<file path="src/rtl/irq_pri_pkg.sv">
package irq_pri_pkg;
  localparam int unsigned N_RST   = 3;
  localparam int unsigned N_FIX   = N_RST + 3;   // resets, nmi, illop, swi
  localparam int unsigned N_MASK  = 15;
  localparam int unsigned ID_W    = 5;
  localparam int unsigned M_BASE  = N_FIX;       // first maskable ID
  localparam logic [ID_W-1:0] PSEL_RST = 5'b00110;
endpackage

</file>
<file path="src/rtl/irq_psel_reg.sv">
module irq_psel_reg #(
  parameter int unsigned W = 5,
  parameter logic [W-1:0] RST_VAL = '0
) (
  input  logic         clk_i,
  input  logic         rst_ni,
  input  logic         we_i,
  input  logic [W-1:0] d_i,
  output logic [W-1:0] q_o
);
  always_ff @(posedge clk_i or negedge rst_ni) begin
    if (!rst_ni)   q_o <= RST_VAL;
    else if (we_i) q_o <= d_i;
  end

  AST_PSEL_LOAD: assert property (@(posedge clk_i) disable iff (!rst_ni)
    $past(we_i) |-> q_o == $past(d_i));
endmodule

</file>
<file path="src/rtl/irq_fixed_arb.sv">
module irq_fixed_arb #(
  parameter int unsigned N_RST = 3,
  parameter int unsigned W     = 5
) (
  input  logic [N_RST-1:0] rst_req_i,
  input  logic             nmi_i,
  input  logic             illop_i,
  input  logic             swi_i,
  output logic             found_o,
  output logic [W-1:0]     id_o,
  output logic             is_rst_o
);
  localparam int unsigned N = N_RST + 3;
  logic [N-1:0] src;

  assign src      = {swi_i, illop_i, nmi_i, rst_req_i};
  assign is_rst_o = |rst_req_i;

  // lowest index wins
  always_comb begin
    found_o = 1'b0;
    id_o    = '0;
    for (int k = N - 1; k >= 0; k--) begin
      if (src[k]) begin
        found_o = 1'b1;
        id_o    = W'(k);
      end
    end
  end
endmodule

</file>
<file path="src/rtl/irq_mask_arb.sv">
module irq_mask_arb #(
  parameter int unsigned N    = 15,
  parameter int unsigned W    = 5,
  parameter int unsigned BASE = 6
) (
  input  logic [N-1:0] req_i,
  input  logic         mask_i,
  input  logic [W-1:0] psel_i,
  output logic         found_o,
  output logic [W-1:0] idx_o
);
  logic [N-1:0] eff;
  logic [N-1:0] hit;
  logic [N-1:0] promo;

  assign eff = mask_i ? '0 : req_i;

  // one-hot decode of the promoted source; out-of-range codes decode to zero
  for (genvar k = 0; k < N; k++) begin : g_sel
    assign hit[k]   = (psel_i == W'(BASE + k));
    assign promo[k] = hit[k] & eff[k];
  end

  always_comb begin
    found_o = 1'b0;
    idx_o   = '0;
    for (int k = N - 1; k >= 0; k--) begin
      if (eff[k]) begin
        found_o = 1'b1;
        idx_o   = W'(k);
      end
    end
    for (int k = 0; k < N; k++) begin
      if (promo[k]) idx_o = W'(k);
    end
  end
endmodule

</file>
<file path="src/rtl/irq_pri_top.sv">
module irq_pri_top
  import irq_pri_pkg::*;
(
  input  logic              clk_i,
  input  logic              rst_ni,
  input  logic [N_RST-1:0]  rst_req_i,
  input  logic              nmi_i,
  input  logic              illop_i,
  input  logic              swi_i,
  input  logic [N_MASK-1:0] irq_req_i,
  input  logic              i_mask_i,
  input  logic              psel_we_i,
  input  logic [ID_W-1:0]   psel_d_i,
  output logic              valid_o,
  output logic [ID_W-1:0]   src_id_o,
  output logic              is_reset_o
);
  logic [ID_W-1:0] psel_q;
  logic            fix_found, fix_rst, msk_found;
  logic [ID_W-1:0] fix_id, msk_idx;
  logic            valid_d;
  logic [ID_W-1:0] id_d;

  irq_psel_reg #(.W(ID_W), .RST_VAL(PSEL_RST)) u_psel (
    .clk_i (clk_i),
    .rst_ni(rst_ni),
    .we_i  (psel_we_i),
    .d_i   (psel_d_i),
    .q_o   (psel_q)
  );

  irq_fixed_arb #(.N_RST(N_RST), .W(ID_W)) u_fix (
    .rst_req_i(rst_req_i),
    .nmi_i    (nmi_i),
    .illop_i  (illop_i),
    .swi_i    (swi_i),
    .found_o  (fix_found),
    .id_o     (fix_id),
    .is_rst_o (fix_rst)
  );

  irq_mask_arb #(.N(N_MASK), .W(ID_W), .BASE(M_BASE)) u_msk (
    .req_i  (irq_req_i),
    .mask_i (i_mask_i),
    .psel_i (psel_q),
    .found_o(msk_found),
    .idx_o  (msk_idx)
  );

  always_comb begin
    valid_d = fix_found | msk_found;
    if (fix_found)      id_d = fix_id;
    else if (msk_found) id_d = msk_idx + ID_W'(M_BASE);
    else                id_d = '0;
  end

  always_ff @(posedge clk_i or negedge rst_ni) begin
    if (!rst_ni) begin
      valid_o    <= 1'b0;
      src_id_o   <= '0;
      is_reset_o <= 1'b0;
    end else begin
      valid_o    <= valid_d;
      src_id_o   <= id_d;
      is_reset_o <= fix_rst;
    end
  end

  AST_POR_FIRST: assert property (@(posedge clk_i) disable iff (!rst_ni)
    $past(rst_req_i[0]) |-> valid_o && src_id_o == '0);
  AST_NMI_RANK: assert property (@(posedge clk_i) disable iff (!rst_ni)
    $past(nmi_i && rst_req_i == '0) |-> valid_o && src_id_o == ID_W'(N_RST));
  AST_MASK_HOLD: assert property (@(posedge clk_i) disable iff (!rst_ni)
    $past(i_mask_i) |-> !(valid_o && src_id_o >= ID_W'(M_BASE)));
  AST_RST_FLAG: assert property (@(posedge clk_i) disable iff (!rst_ni)
    is_reset_o == (valid_o && src_id_o < ID_W'(N_RST)));
  AST_LATENCY: assert property (@(posedge clk_i) disable iff (!rst_ni)
    $past(|rst_req_i || nmi_i || illop_i || swi_i) |-> valid_o);
endmodule

</file>
<file path="config.mk">
export PLATFORM = sky130hd
export DESIGN_NAME = irq_pri_top
export DESIGN_NICKNAME = d
export VERILOG_FILES = /design/src/rtl/irq_pri_pkg.sv /design/src/rtl/irq_psel_reg.sv /design/src/rtl/irq_fixed_arb.sv /design/src/rtl/irq_mask_arb.sv /design/src/rtl/irq_pri_top.sv
export SDC_FILE = /design/constraint.sdc
export NUM_CORES = 1
export LEC_CHECK = 0
export BUFFER_PORTS_ARGS = -buffer_cell sky130_fd_sc_hd__buf_2
export CAP_MARGIN = 10
export CORE_UTILIZATION = 27
export CTS_CLUSTER_DIAMETER = 50
export DETAILED_ROUTE_END_ITERATION = 10
export GPL_TIMING_DRIVEN = 0
export HOLD_SLACK_MARGIN = 0.08
export REMOVE_ABC_BUFFERS = 1
export SETUP_SLACK_MARGIN = 0.02
export SYNTH_ARGS = -nofsm -noshare
export SYNTH_HDL_FRONTEND = slang
export SYNTH_SLANG_ARGS = --single-unit
</file>
<file path="constraint.sdc">
create_clock -name clk_i -period 2.98 [get_ports clk_i]
set_input_delay 0.596 -clock clk_i [delete_from_list [all_inputs] [get_ports clk_i]]
set_output_delay 0.596 -clock clk_i [all_outputs]
set_load 0.01 [all_outputs]
</file>
==> run summary <==
The run finished with clean final reports. Of the total power, the share spent switching nets is between 20 and 30%. Setup repair after global routing left no endpoint under its margin. The pre-CTS worst setup slack came out at ~0.13 ns. The net total in the final layout is around 190. The post-synthesis area per instance is about 9.1 um^2. The flip-flop and latch count after synthesis came out at 12.

The delay of the slowest critical-path stage is 0.59 ns. The number of I/O pins is 37. The worst slew margin relative to its limit came out at approximately 62%. The floorplan step set the die height to approximately 65 um. Global routing finished with a remaining overflow of 0. The count of buffering cells on the critical path with inverters included came out at 1.

The area share of the largest cell type after synthesis is a little under a quarter. After floorplanning, the core was divided into 22 placement rows. The number of detailed-route iterations in the first pass is 4.

After routing, the total negative slack on setup checks comes to 0 ns. The antenna diode instance count is 0. Entering global routing, the biggest net connects 18 pins. Walking the worst path, the cells encountered are buf_2, or4b_4, or3_4, o31ai_2, a211oi_2, nor3_1, o22ai_1, ha_1, nor2_1, nor3_1, nor2_1. By area the synthesized netlist is led by sky130_fd_sc_hd__dfrtp_1, sky130_fd_sc_hd__mux2i_1, sky130_fd_sc_hd__nor2_1. At the later pin of the worst-skew pair, clock insertion delay measures between 0.2 and 0.25 ns. The area share of fa/ha/maj cells after synthesis came out at roughly 1.2%. The horizontal die dimension is between 60 and 70 um. TritonCTS created 3 clock buffers. The post-cts gate resize count came out at 0. The count of flip-flops with a built-in enable after synthesis is 0. The final wirelength is ~2900 um. Between clock sinks in the finished design, the worst skew comes to around 0.0017 ns. The wire length of the first global-routing pass is roughly 4800 um. The fraction of registers with async set or reset after synthesis is 100.0%.

The via count came out at about 1100. The number of failing setup endpoints in the final timing report came out at 0. The part of the Yosys area used for sequential elements came out at 28.30%. The post-synthesis compound-gate area fraction is between 10% and 20%. Setup slack on the critical path of the routed design comes to between 0.3 and 0.4 ns. The share of cell area taken by muxes after synthesis is ~16%. The reported leakage power is 0.5902 nW. Clock-pin slew was measured on the worst setup and hold paths at 0.05 ns. The setup path with the least slack is of type in2reg. The data arrival time of the critical path is approximately 2.7 ns.

The placeable core region came out at ~3700 um^2. The total count of hold-check failures in the final report is 0. The share of power burned in combinational logic came out at 25.4%. The min-delay analysis places its worst path in the category in2async. The post-route antenna net violation count is 0.

The H-tree level count is 1. The routed length per instance came out at 14.29 um. The yosys synthesis warning count is 0. The internal cell power came out at approximately 0.00035 W. The total net switching power came out at between 0.0001 and 0.00015 W. The final critical path takes up between 80% and 90% of the cycle. The post-synthesis xor/xnor area fraction is less than 1%. The detailed placement HPWL came out at roughly 2400 um.

Summing every instance area after synthesis gives approximately 1100 um^2. Synthesis produced approximately 120 cells. Once the floorplan was initialized, standard cells occupied ~29% of the core. The DRC marker count from the first detailed-route iteration came out at 32.

The proportion of power drawn by the clock network came out at between 30% and 40%. The predominant post-synthesis flop cell is sky130_fd_sc_hd__dfrtp_1. The slowest stage of the critical path belongs to the cell sky130_fd_sc_hd__or4b_4. The count of unique library cells instantiated by Yosys came out at 42.

The number of global-route vias before repair came out at around 1100. The largest fanout on the critical path came out at 13. The fraction of the mapped netlist area in simple logic gates came out at a little under a third.

For the pin with the worst max-slew slack, the measured transition is 0.5629 ns. The TritonCTS sink count is 12. The capturing element type of the critical path is a register. In this run the cell area measured after placement is between 1000 and 1500 um^2.

The peak supply drop is approximately 0.25 mV. The number of max-slew violations in the final report is 0. From synthesis to final layout, the design area changed by 26.32%.

The maximum clock path buffer count came out at 2. The required time reported for the critical path endpoint came out at 3.10 ns. In this run the power density over the cells is roughly 370 nW/um^2. The port buffer count came out at 36. The TritonCTS clock tree is yes.

The initial antenna violation count is 0. The routability-driven placement congestion ratio came out at 0.7999. By count the netlist is led by sky130_fd_sc_hd__nor2_1, sky130_fd_sc_hd__mux2i_1, sky130_fd_sc_hd__dfrtp_1, sky130_fd_sc_hd__nor3_1. Derived from the worst setup path, the maximum achievable clock frequency is 385.8 MHz. The die area is around 4200 um^2.

The top cell type by total area after synthesis is sky130_fd_sc_hd__dfrtp_1. The max-capacitance violation count is 0. The tree is rooted in a sky130_fd_sc_hd__clkbuf_8.

Among cell families on the critical path, the largest total delay comes from simple AND/OR/NAND/NOR gates. In the final layout, the share of cells above drive strength 1 is between 30% and 40%. The setup fix buffers added after clock tree synthesis is 0. After synthesis, the largest family of logic cells by area is simple AND/OR/NAND/NOR gates.

The clock period minus final worst setup slack is about 2.6 ns. STA classifies the critical path startpoint as an input pin. After detailed routing, the number of vias per cell comes to around 5.3. For this run, design rule violations remaining after detail routing come to 0. The most common cell in the synthesized netlist is sky130_fd_sc_hd__nor2_1. The total routing resource utilization after global routing is between 10% and 20%. The number of hold buffers added after CTS was 0. Of the total power, registers draw around two fifths. The summed area of non-filler cells in the final layout came out at between 1000 and 1500 um^2.
[final timing paths]
| kind | startpoint | end | slack [ns] | cells after the start |
|---|---|---|---|---|
| min in group clk_i | rst_req_i[1] | src_id_o[1] | 0.58 | 2 |
| max in group asynchronous | rst_ni | u_psel.q_o[1] | 2.49 | 1 |
| setup reg to reg | u_psel.q_o[2] | src_id_o[2] | 0.54 | 10 |
| hold / removal | rst_ni | is_reset_o | 0.23 | 1 |
| hold reg to reg | u_psel.q_o[3] | u_psel.q_o[3] | 0.61 | 1 |
| setup / recovery | i_mask_i | src_id_o[2] | 0.39 | 11 |
[area by class of cell]
class,count,area (um^2)
tap,48,60.06
fill,406,2392
timing repair buffer,36,180.2
sequential,12,302.8
clock buffer,4,55.05
multi-input combinational,101,745.7
inverter,2,7.507
[state kept, by name (all words and copies together) (netlist names)]
name / flops
is_reset_o: 1
src_id_o: 5
u_psel.q_o: 5
valid_o: 1
[through the flow]
stage	power [W]	util, %	hold slack, ns	instances
2_1_floorplan	0.0002661	-	0.3004	115
3_3_place_gp	0.0003181	34.63	0.4789	199
3_5_place_dp	0.0003249	34.63	0.4873	199
4_1_cts	0.0005000	36.10	0.2333	203
5_1_grt	0.0005243	36.10	0.2411	203
6_report	0.0004944	36.10	0.2263	203
[layout by cell type (no fill, tap or decap), types with 2 or more instances in the layout]
cell	synthesis	final
sky130_fd_sc_hd__mux2_2	5	5
sky130_fd_sc_hd__dfrtp_1	10	10
sky130_fd_sc_hd__nor3b_2	2	2
sky130_fd_sc_hd__nand2_1	3	3
sky130_fd_sc_hd__dfstp_2	2	2
sky130_fd_sc_hd__buf_2	2	36
sky130_fd_sc_hd__o31ai_1	3	3
sky130_fd_sc_hd__or4b_4	2	2
sky130_fd_sc_hd__mux2i_1	12	12
sky130_fd_sc_hd__a211oi_1	2	2
sky130_fd_sc_hd__nor3b_1	4	4
sky130_fd_sc_hd__nor2b_1	2	2
sky130_fd_sc_hd__nor2_1	20	20
sky130_fd_sc_hd__nor4_1	4	4
sky130_fd_sc_hd__inv_1	2	2
sky130_fd_sc_hd__or4_1	2	2
sky130_fd_sc_hd__a21oi_1	5	5
sky130_fd_sc_hd__clkbuf_8	0	4
sky130_fd_sc_hd__nor3_1	7	7
sky130_fd_sc_hd__nand3_1	2	2
sky130_fd_sc_hd__nand2b_1	2	2
sky130_fd_sc_hd__o22ai_1	4	4
[layer usage]
metal,up-vias,GRT usage [%],wire (um)
met1,501,18.35,1379
met3,4,1.232,122
met4,0,7.500,38
li1,534,-,-
met2,35,25.65,1360
met5,-,0,0
[worst register-to-register path, stage by stage, from the launching register on]
cell and delay [ns]:
sky130_fd_sc_hd__dfstp_2 0.41, sky130_fd_sc_hd__or4b_4 0.56, sky130_fd_sc_hd__or3_4 0.39, sky130_fd_sc_hd__o31ai_2 0.07
sky130_fd_sc_hd__a211oi_2 0.10, sky130_fd_sc_hd__nor3_1 0.19, sky130_fd_sc_hd__o22ai_1 0.10, sky130_fd_sc_hd__ha_1 0.28
sky130_fd_sc_hd__nor2_1 0.04, sky130_fd_sc_hd__nor3_1 0.12, sky130_fd_sc_hd__nor2_1 0.05
[kinds of logic after synthesis]
group                    count (synthesis)
AO/OA/AOI/OAI                           25
XOR/XNOR                                 1
adder cells (fa/ha/maj)                  1
buffers and inverters                    5
flip-flops                              12
multiplexers                            17
AND/OR/NAND/NOR                         57
[power groups by stage]
stage	registers, W	clock network [W]	logic, W
6_report	0.000198	0.000171	0.000126
3_3_place_gp	0.000197	0	0.000121
4_1_cts	0.000197	0.000177	0.000126
3_5_place_dp	0.000200	0	0.000125
2_1_floorplan	0.000195	0	0.0000715
5_1_grt	0.000199	0.000186	0.000139
No activity file was read; power rests on OpenSTA's default activity.
